**src/rtl/rld_timer_pkg.sv**
```systemverilog
package rld_timer_pkg;

    typedef enum logic [0:0] {
        ST_HALT  = 1'b0,
        ST_COUNT = 1'b1
    } run_state_t;

    // Word index (byte address bits 3:2)
    localparam logic [1:0] WI_START = 2'd0;
    localparam logic [1:0] WI_COUNT = 2'd1;
    localparam logic [1:0] WI_CTRL  = 2'd2;
    localparam logic [1:0] WI_ACK   = 2'd3;

    // Control bit positions
    localparam int CB_ENABLE   = 7;
    localparam int CB_PERIODIC = 6;
    localparam int CB_FASTSEL  = 3;

endpackage

```
**src/rtl/rld_timer_regs.sv**
```systemverilog
module rld_timer_regs
    import rld_timer_pkg::*;
#(
    parameter int CNT_W  = 16,
    parameter int DATA_W = 32
) (
    input  logic              clk,
    input  logic              rst_n,
    input  logic              bus_sel,
    input  logic              bus_wr,
    input  logic [3:0]        bus_addr,
    input  logic [DATA_W-1:0] bus_wdata,
    input  logic [CNT_W-1:0]  count,
    input  logic              running,
    output logic [CNT_W-1:0]  start_q,
    output logic              periodic_q,
    output logic              fast_sel_q,
    output logic              wr_start,
    output logic              wr_ctrl,
    output logic              wr_ack,
    output logic [DATA_W-1:0] bus_rdata
);

    logic       aligned;
    logic [1:0] widx;
    logic       wr_hit;
    logic       unused_wdata_bits;

    assign aligned = (bus_addr[1:0] == 2'b00);
    assign widx    = bus_addr[3:2];
    assign wr_hit  = bus_sel && bus_wr && aligned;

    assign wr_start = wr_hit && (widx == WI_START);
    assign wr_ctrl  = wr_hit && (widx == WI_CTRL);
    assign wr_ack   = wr_hit && (widx == WI_ACK);

    assign unused_wdata_bits = ^bus_wdata;

    always_ff @(posedge clk) begin
        if (!rst_n) begin
            start_q    <= '0;
            periodic_q <= 1'b0;
            fast_sel_q <= 1'b0;
        end else begin
            if (wr_start) begin
                start_q <= bus_wdata[CNT_W-1:0];
            end
            if (wr_ctrl) begin
                periodic_q <= bus_wdata[CB_PERIODIC];
                fast_sel_q <= bus_wdata[CB_FASTSEL];
            end
        end
    end

    always_comb begin
        bus_rdata = '0;
        if (bus_sel && !bus_wr && aligned) begin
            unique case (widx)
                WI_START: bus_rdata = DATA_W'(start_q);
                WI_COUNT: bus_rdata = DATA_W'(count);
                WI_CTRL: begin
                    bus_rdata[CB_ENABLE]   = running;
                    bus_rdata[CB_PERIODIC] = periodic_q;
                    bus_rdata[CB_FASTSEL]  = fast_sel_q;
                end
                WI_ACK:   bus_rdata = '0;
            endcase
        end
    end

endmodule

```
**src/rtl/rld_timer_core.sv**
```systemverilog
module rld_timer_core
    import rld_timer_pkg::*;
#(
    parameter int CNT_W = 16
) (
    input  logic             clk,
    input  logic             rst_n,
    input  logic             tick_fast,
    input  logic             tick_slow,
    input  logic             fast_sel,
    input  logic             periodic,
    input  logic             wr_ctrl,
    input  logic             ctrl_enable,
    input  logic             wr_start,
    input  logic [CNT_W-1:0] start_new,
    input  logic [CNT_W-1:0] start_q,
    output logic [CNT_W-1:0] count,
    output logic             running,
    output logic             underflow
);

    run_state_t state, state_nxt;
    logic       tick_sel;
    logic       step;
    logic       at_zero;

    // State register
    always_ff @(posedge clk) begin
        if (!rst_n) begin
            state <= ST_HALT;
        end else begin
            state <= state_nxt;
        end
    end

    // Transitions: START and STOP
    always_comb begin
        state_nxt = state;
        unique case (state)
            ST_HALT:  if (wr_ctrl && ctrl_enable)  state_nxt = ST_COUNT;
            ST_COUNT: if (wr_ctrl && !ctrl_enable) state_nxt = ST_HALT;
        endcase
    end

    // Outputs of the state machine
    always_comb begin
        running   = (state == ST_COUNT);
        tick_sel  = fast_sel ? tick_fast : tick_slow;
        at_zero   = (count == '0);
        step      = running && tick_sel && !wr_start;
        underflow = step && at_zero;
    end

    // Counter datapath
    always_ff @(posedge clk) begin
        if (!rst_n) begin
            count <= '0;
        end else if (wr_start) begin
            count <= start_new;
        end else if (step) begin
            if (at_zero) begin
                count <= periodic ? start_q : '1;
            end else begin
                count <= count - 1'b1;
            end
        end
    end

endmodule

```
**src/rtl/rld_timer_irq.sv**
```systemverilog
module rld_timer_irq (
    input  logic clk,
    input  logic rst_n,
    input  logic underflow,
    input  logic wr_ack,
    output logic irq
);

    always_ff @(posedge clk) begin
        if (!rst_n) begin
            irq <= 1'b0;
        end else if (underflow) begin
            irq <= 1'b1;
        end else if (wr_ack) begin
            irq <= 1'b0;
        end
    end

endmodule

```
**src/rtl/rld_timer.sv**
```systemverilog
module rld_timer
    import rld_timer_pkg::*;
#(
    parameter int CNT_W  = 16,
    parameter int DATA_W = 32
) (
    input  logic              clk,
    input  logic              rst_n,
    input  logic              bus_sel,
    input  logic              bus_wr,
    input  logic [3:0]        bus_addr,
    input  logic [DATA_W-1:0] bus_wdata,
    output logic [DATA_W-1:0] bus_rdata,
    input  logic              tick_fast,
    input  logic              tick_slow,
    output logic              irq
);

    logic [CNT_W-1:0] cnt_value;
    logic [CNT_W-1:0] start_val_q;
    logic             run_q;
    logic             periodic_q;
    logic             fast_sel_q;
    logic             wr_start;
    logic             wr_ctrl;
    logic             wr_ack;
    logic             uflow;

    rld_timer_regs #(.CNT_W(CNT_W), .DATA_W(DATA_W)) u_regs (
        .clk        (clk),
        .rst_n      (rst_n),
        .bus_sel    (bus_sel),
        .bus_wr     (bus_wr),
        .bus_addr   (bus_addr),
        .bus_wdata  (bus_wdata),
        .count      (cnt_value),
        .running    (run_q),
        .start_q    (start_val_q),
        .periodic_q (periodic_q),
        .fast_sel_q (fast_sel_q),
        .wr_start   (wr_start),
        .wr_ctrl    (wr_ctrl),
        .wr_ack     (wr_ack),
        .bus_rdata  (bus_rdata)
    );

    rld_timer_core #(.CNT_W(CNT_W)) u_core (
        .clk         (clk),
        .rst_n       (rst_n),
        .tick_fast   (tick_fast),
        .tick_slow   (tick_slow),
        .fast_sel    (fast_sel_q),
        .periodic    (periodic_q),
        .wr_ctrl     (wr_ctrl),
        .ctrl_enable (bus_wdata[CB_ENABLE]),
        .wr_start    (wr_start),
        .start_new   (bus_wdata[CNT_W-1:0]),
        .start_q     (start_val_q),
        .count       (cnt_value),
        .running     (run_q),
        .underflow   (uflow)
    );

    rld_timer_irq u_irq (
        .clk       (clk),
        .rst_n     (rst_n),
        .underflow (uflow),
        .wr_ack    (wr_ack),
        .irq       (irq)
    );

endmodule

```
**config.mk**
```make
export PLATFORM = sky130hd
export DESIGN_NAME = rld_timer
export DESIGN_NICKNAME = d
export VERILOG_FILES = /design/src/rtl/rld_timer_pkg.sv /design/src/rtl/rld_timer_regs.sv /design/src/rtl/rld_timer_core.sv /design/src/rtl/rld_timer_irq.sv /design/src/rtl/rld_timer.sv
export SDC_FILE = /design/constraint.sdc
export NUM_CORES = 1
export LEC_CHECK = 0
export BUFFER_PORTS_ARGS = -buffer_cell sky130_fd_sc_hd__buf_2
export CAP_MARGIN = 15
export CELL_PAD_IN_SITES_DETAIL_PLACEMENT = 0
export CELL_PAD_IN_SITES_GLOBAL_PLACEMENT = 1
export CORE_UTILIZATION = 30
export DETAILED_ROUTE_END_ITERATION = 10
export GPL_TIMING_DRIVEN = 0
export HOLD_SLACK_MARGIN = 0.03
export PLACE_DENSITY_LB_ADDON = 0.1
export SYNTH_ARGS = -nofsm -noshare
export SYNTH_HDL_FRONTEND = slang
export SYNTH_SLANG_ARGS = --single-unit
```
**constraint.sdc**
```tcl
create_clock -name clk -period 4.8 [get_ports clk]
set_clock_uncertainty 0.15 [all_clocks]
set_input_delay 0.72 -clock clk [delete_from_list [all_inputs] [get_ports clk]]
set_output_delay 0.72 -clock clk [all_outputs]
set_load 0.02 [all_outputs]
```
Yosys cells after proc, flatten, opt, wreduce, memory -nomap -nowiden:

Index checks and enable logic that the tools add are counted.

* add/sub/neg operators: 1
* $mul: 0
* divide/modulo/power cells: 0
* $lt $le $gt $ge: 0
* equality and inequality tests: 3
* shift operators: 0
* multiplexer cells: 16
* bitwise gates (word level): 1
* reduce and logical (&&, ||, !) cells: 20

Operators with widths (count)
* 16-bit 2-to-1 mux: 4
* 32-bit 2-to-1 mux: 1
* 16-bit zero test: 1
* 8-bit one-hot mux with 2 select lines: 1
* 16-bit by 1-bit subtractor with 16-bit output, second input constant: 1
* 1-bit logical AND: 12
* 2-bit one-hot mux with 4 select lines: 1
* 3-bit one-hot mux with 2 select lines: 1
* 1-bit 2-to-1 mux: 5
* 2-bit equality test, second input constant: 2
* 2-bit zero test: 2
* 1-bit one-hot mux with 4 select lines: 1
* 2-bit one-hot mux with 2 select lines: 1
* 2-bit nonzero test: 2
* 1-bit zero test: 3
* 2-bit by 1-bit equality test with 1-bit output, second input constant: 1
* 1-bit one-hot mux with 2 select lines: 1
* 1-bit NOT: 1

* register bits: 36
* bits in latches: 0
* bits in writable memories: 0
* ROM bits: 0
* input port bits: 42
* output and inout port bits: 33
* word-level logic and storage cells: 47
* memories: 0

Longest topological paths before layout:

* depth after elaboration: 7
* mapped depth: 9
* gate-level depth less buffers: 7

By module:

A second synthesis with hierarchy kept.

* cell total of the unflattened synthesis: 323
* area, all modules: 2575.0 µm²

By module, submodules not included
* rld_timer_core: times used 1, cells an instance 180, area an instance 1366.3 µm², sequential area each 340.3 µm²
* rld_timer_regs: times used 1, cells an instance 140, area an instance 1167.4 µm², sequential area each 360.3 µm²
* rld_timer_irq: times used 1, cells an instance 3, area an instance 41.3 µm², sequential area each 20.0 µm²

Worst setup path after synthesis:

Ideal clock, no wire load.

* path kind: in2out
* start: in bus_wr
* end: out bus_rdata[10]
* data arrival time: 2221 ps
* data required time: 3930 ps
* setup slack: 1709 ps
* cell stages on the path: 4
* path buffers: 1
* cell sequence: or4b_2 > or2_2 > buf_2 > nor2_1

* longest elaborated chain between the ends: 4

RTL lines
* from (decl): line rld_timer.sv:10 `input logic bus_wr,`
* 1-bit zero test: line rld_timer_regs.sv:57 `if (bus_sel && !bus_wr && aligned) begin`
* 1-bit logical AND (2 in series): line rld_timer_regs.sv:57
* 32-bit 2-to-1 mux: line rld_timer_regs.sv:57
* to (decl): line rld_timer.sv:13 `output logic [DATA_W-1:0] bus_rdata,`

No other way between the ends.

Worst setup path after layout:

* start: in bus_wr
* end: out bus_rdata[8]

Same word-level chain as after synthesis.

==> impl_metrics.yaml <==
die:
  dieArea_mm2: 0.00833
  coreArea_mm2: 0.00773
  rows: 32
  ios: 75
  die_x_um: 91.3
  die_h_um: 91.3
  start_util: 0.309
routing:
  vias_per_cell: 5.06
  route.met2.wl_um: 3580
  drt_pass1_iterations: 4
  highest_layer: "met4"
  wl_met1_um: 3870
  dr_wl_met3_um: 352
  drc_errors: 0
  wl_per_cell_um: 16.3
  vias: 2434
  drt_iter0_drc: 95
  routed_wl_um: 7850
  ant_nets: 0
clock_network:
  cts_hold_buf: 0
  cts.sinks: 36
  clockBufferDepth: 2
  htreeDepth: 2
  cts_root_buffer: "clkbuf_8"
  cts.clk_slew.worst_paths_ps: 70
  cts_resized: 0
  cts-buffers-inserted: 5
  post_cts_buffers: 0
  clock_latency_ps: 290
  cts_tree: "done"
critical_path:
  crit_chain: "buf_2, or4b_2, or2_2, buf_2, nor2_1, buf_2"
  endpoint_kind: "output port"
  crit_path_top_delay_cell: "or4b_2"
  cp.buffers_inverters: 3
  critPathMaxFanout: 10
  critPathKind: "in -> out"
  rr_worst_depth: 8
  crit_family: "simple AND/OR/NAND/NOR gates"
  required_ps: 3930
  r2r-end: "u_core.count[14]"
  r2r_start: "u_core.count[0]"
  path_common_cell: "buf_2"
  cp_slowest_stage_delay_ps: 730
  arrival_ps: 2460
  cp-start-kind: "input port"
  r2r_slack_ps: 2350
final_layout:
  syn_to_final_growth_pct: 20.0
  n_antenna_cell: 0
  final_layout_size_suffix_gt1_frac: 0.222
  final_nets: 422
  final_util: 0.371
  nFillCells: 852
timing:
  tns_ps: 0
  relSlewSlack: 0.413
  slew_viol_final: 0
  max_freq_mhz: 300
  period_share: 0.694
  tightestPinTransition_ps: 881
  setup_viol: 0
  rsz0062_at_grt: "false"
  hold_viol: 0
  min_period_ps: 3330
yosys:
  synth_area_leader_cell: "dfxtp_1"
  syn_area_mm2: 0.00239
  yosysWarnings: 0
  ys.flop_type: "dfxtp_1"
  synth_cell_type_count: 56
  synthCells: 315
  synthArstFlopShare: 0
  synth.top_cell.area_share: 0.301
  synth_common_cells: "nand2_1, a21oi_1, dfxtp_1, nor2_1, mux2i_1"
  synth-edff-count: 0
  ys_ff_latch: 36
  synthTopCellsByArea: "dfxtp_1, a21oi_1, mux2i_1"
  syn_avg_cell_area_um2: 7.59
  synth-seq-area-share: 0.301
  synth.most_common_cell: "nand2_1"
worst_hold_path:
  holdPathStages: 2
  hold_class: "reg -> reg"
  hold_end: "u_regs.start_q[14]"
  min_from: "u_regs.start_q[14]"
grt:
  grt_pass1_vias: 2324
  grt_pass1_wl_um: 12600
  grt.total_usage: 0.196
  grt_overflow: 0
  grt_max_degree: 11
  antenna_found_initial: 0
power:
  power.leakage_nw: 1.25
  ir_drop_uv: 77.4
  p_per_area_mw_per_mm2: 225
placed_design:
  io_buffer_count: 41
  dp_hpwl_um: 5660
  gp_congestion: 0.814
run:
  maxCapViolations: 0
run_status:
  status: "complete, no violations"
-- cells in the final DEF, fill, tap and decap left out, types with 3 or more instances in the layout --
cell type  instances
buf_4             16
nand4_1            3
nand2_1           44
buf_2             49
nor4_1             3
clkbuf_8           6
nor2_1            31
inv_1              5
or3_1              4
conb_1            16
nor3_1            11
dfxtp_1           36
a21o_1             3
a21oi_1           38
clkbuf_1          15
nand3_1            6
mux2i_1           19
o311ai_0           4
o21ai_0           16
-- state kept, by name, indices dropped and copies added, names as in the netlist, named ones only --
register / cells
u_regs.periodic_q: 1
u_regs.fast_sel_q: 1
u_core.count: 16
u_irq.irq: 1
u_regs.start_q: 16
-- cell families (layout without fill, tap and decap cells) --
group,after synthesis,in the layout,synth area share
AND/OR/NAND/NOR,123,123,0.271
AO/OA/AOI/OAI,84,84,0.217
buffers and inverters,45,94,0.100
flip-flops,36,36,0.301
multiplexers,20,20,0.0842
XOR/XNOR,4,4,0.0147
adder cells (fa/ha/maj),2,2,0.0105
other,1,16,0.00157
-- worst reg2reg max path, stage by stage (launching register included) --
cell and delay, ps:
dfxtp_1 300, clkbuf_1 190, inv_1 130, ha_1 160
nor4b_4 390, nand4_1 500, o21ai_0 300, o22ai_1 100
o311a_1 130
-- per-layer routing --
layer	track usage	vias to the layer above
met5	0	-
met4	0.0503	0
met3	0.0327	4
met2	0.320	68
met1	0.268	1139
li1	-	1223
-- final cells by class --
| type | instances | area [µm²] | area share |
|---|---|---|---|
| Buffer | 39 | 218 | 0.0759 |
| Multi-Input combinational cell | 249 | 1490 | 0.518 |
| Inverter | 6 | 22.5 | 0.00785 |
| Tap cell | 102 | 128 | 0.0445 |
| Clock buffer | 8 | 90.1 | 0.0314 |
| Sequential cell | 36 | 721 | 0.251 |
| Timing Repair Buffer | 41 | 205 | 0.0715 |
-- how the worst max path moves through the flow --
stage | start | to | slack (ps) | depth (start not counted)
2_1_floorplan | bus_wr | bus_rdata[10] | 1710 | 4
3_3_place_gp | bus_wr | bus_rdata[9] | 1490 | 6
3_5_place_dp | bus_wr | bus_rdata[4] | 1470 | 6
4_1_cts | bus_wr | bus_rdata[4] | 1460 | 6
5_1_grt | bus_wr | bus_rdata[5] | 1400 | 6
6_report | bus_wr | bus_rdata[8] | 1470 | 6
-- power breakdown --
group / total [W] / leakage, nW / switching (W) / internal [W]
Combinational: 0.000110 / 0.911 / 0.0000676 / 0.0000423
Clock: 0.000230 / 0.0455 / 0.000112 / 0.000117
Sequential: 0.000305 / 0.290 / 0.00000365 / 0.000302
Total: 0.000645 / 1.25 / 0.000184 / 0.000461
-- metrics by stage --
stage | hold WS, ps | setup slack (ps) | power (W) | std cells | cell area, µm²
after CTS | 326 | 1460 | 0.000653 | 481 | 2870
after global routing | 349 | 1400 | 0.000675 | 481 | 2870
after detailed placement | 315 | 1470 | 0.000422 | 473 | 2780
final | 322 | 1470 | 0.000645 | 481 | 2870
after global placement | 312 | 1490 | 0.000422 | 473 | 2780
after floorplan | 293 | 1710 | 0.000388 | 330 | 2450
No activity file was read; power rests on OpenSTA's default activity.
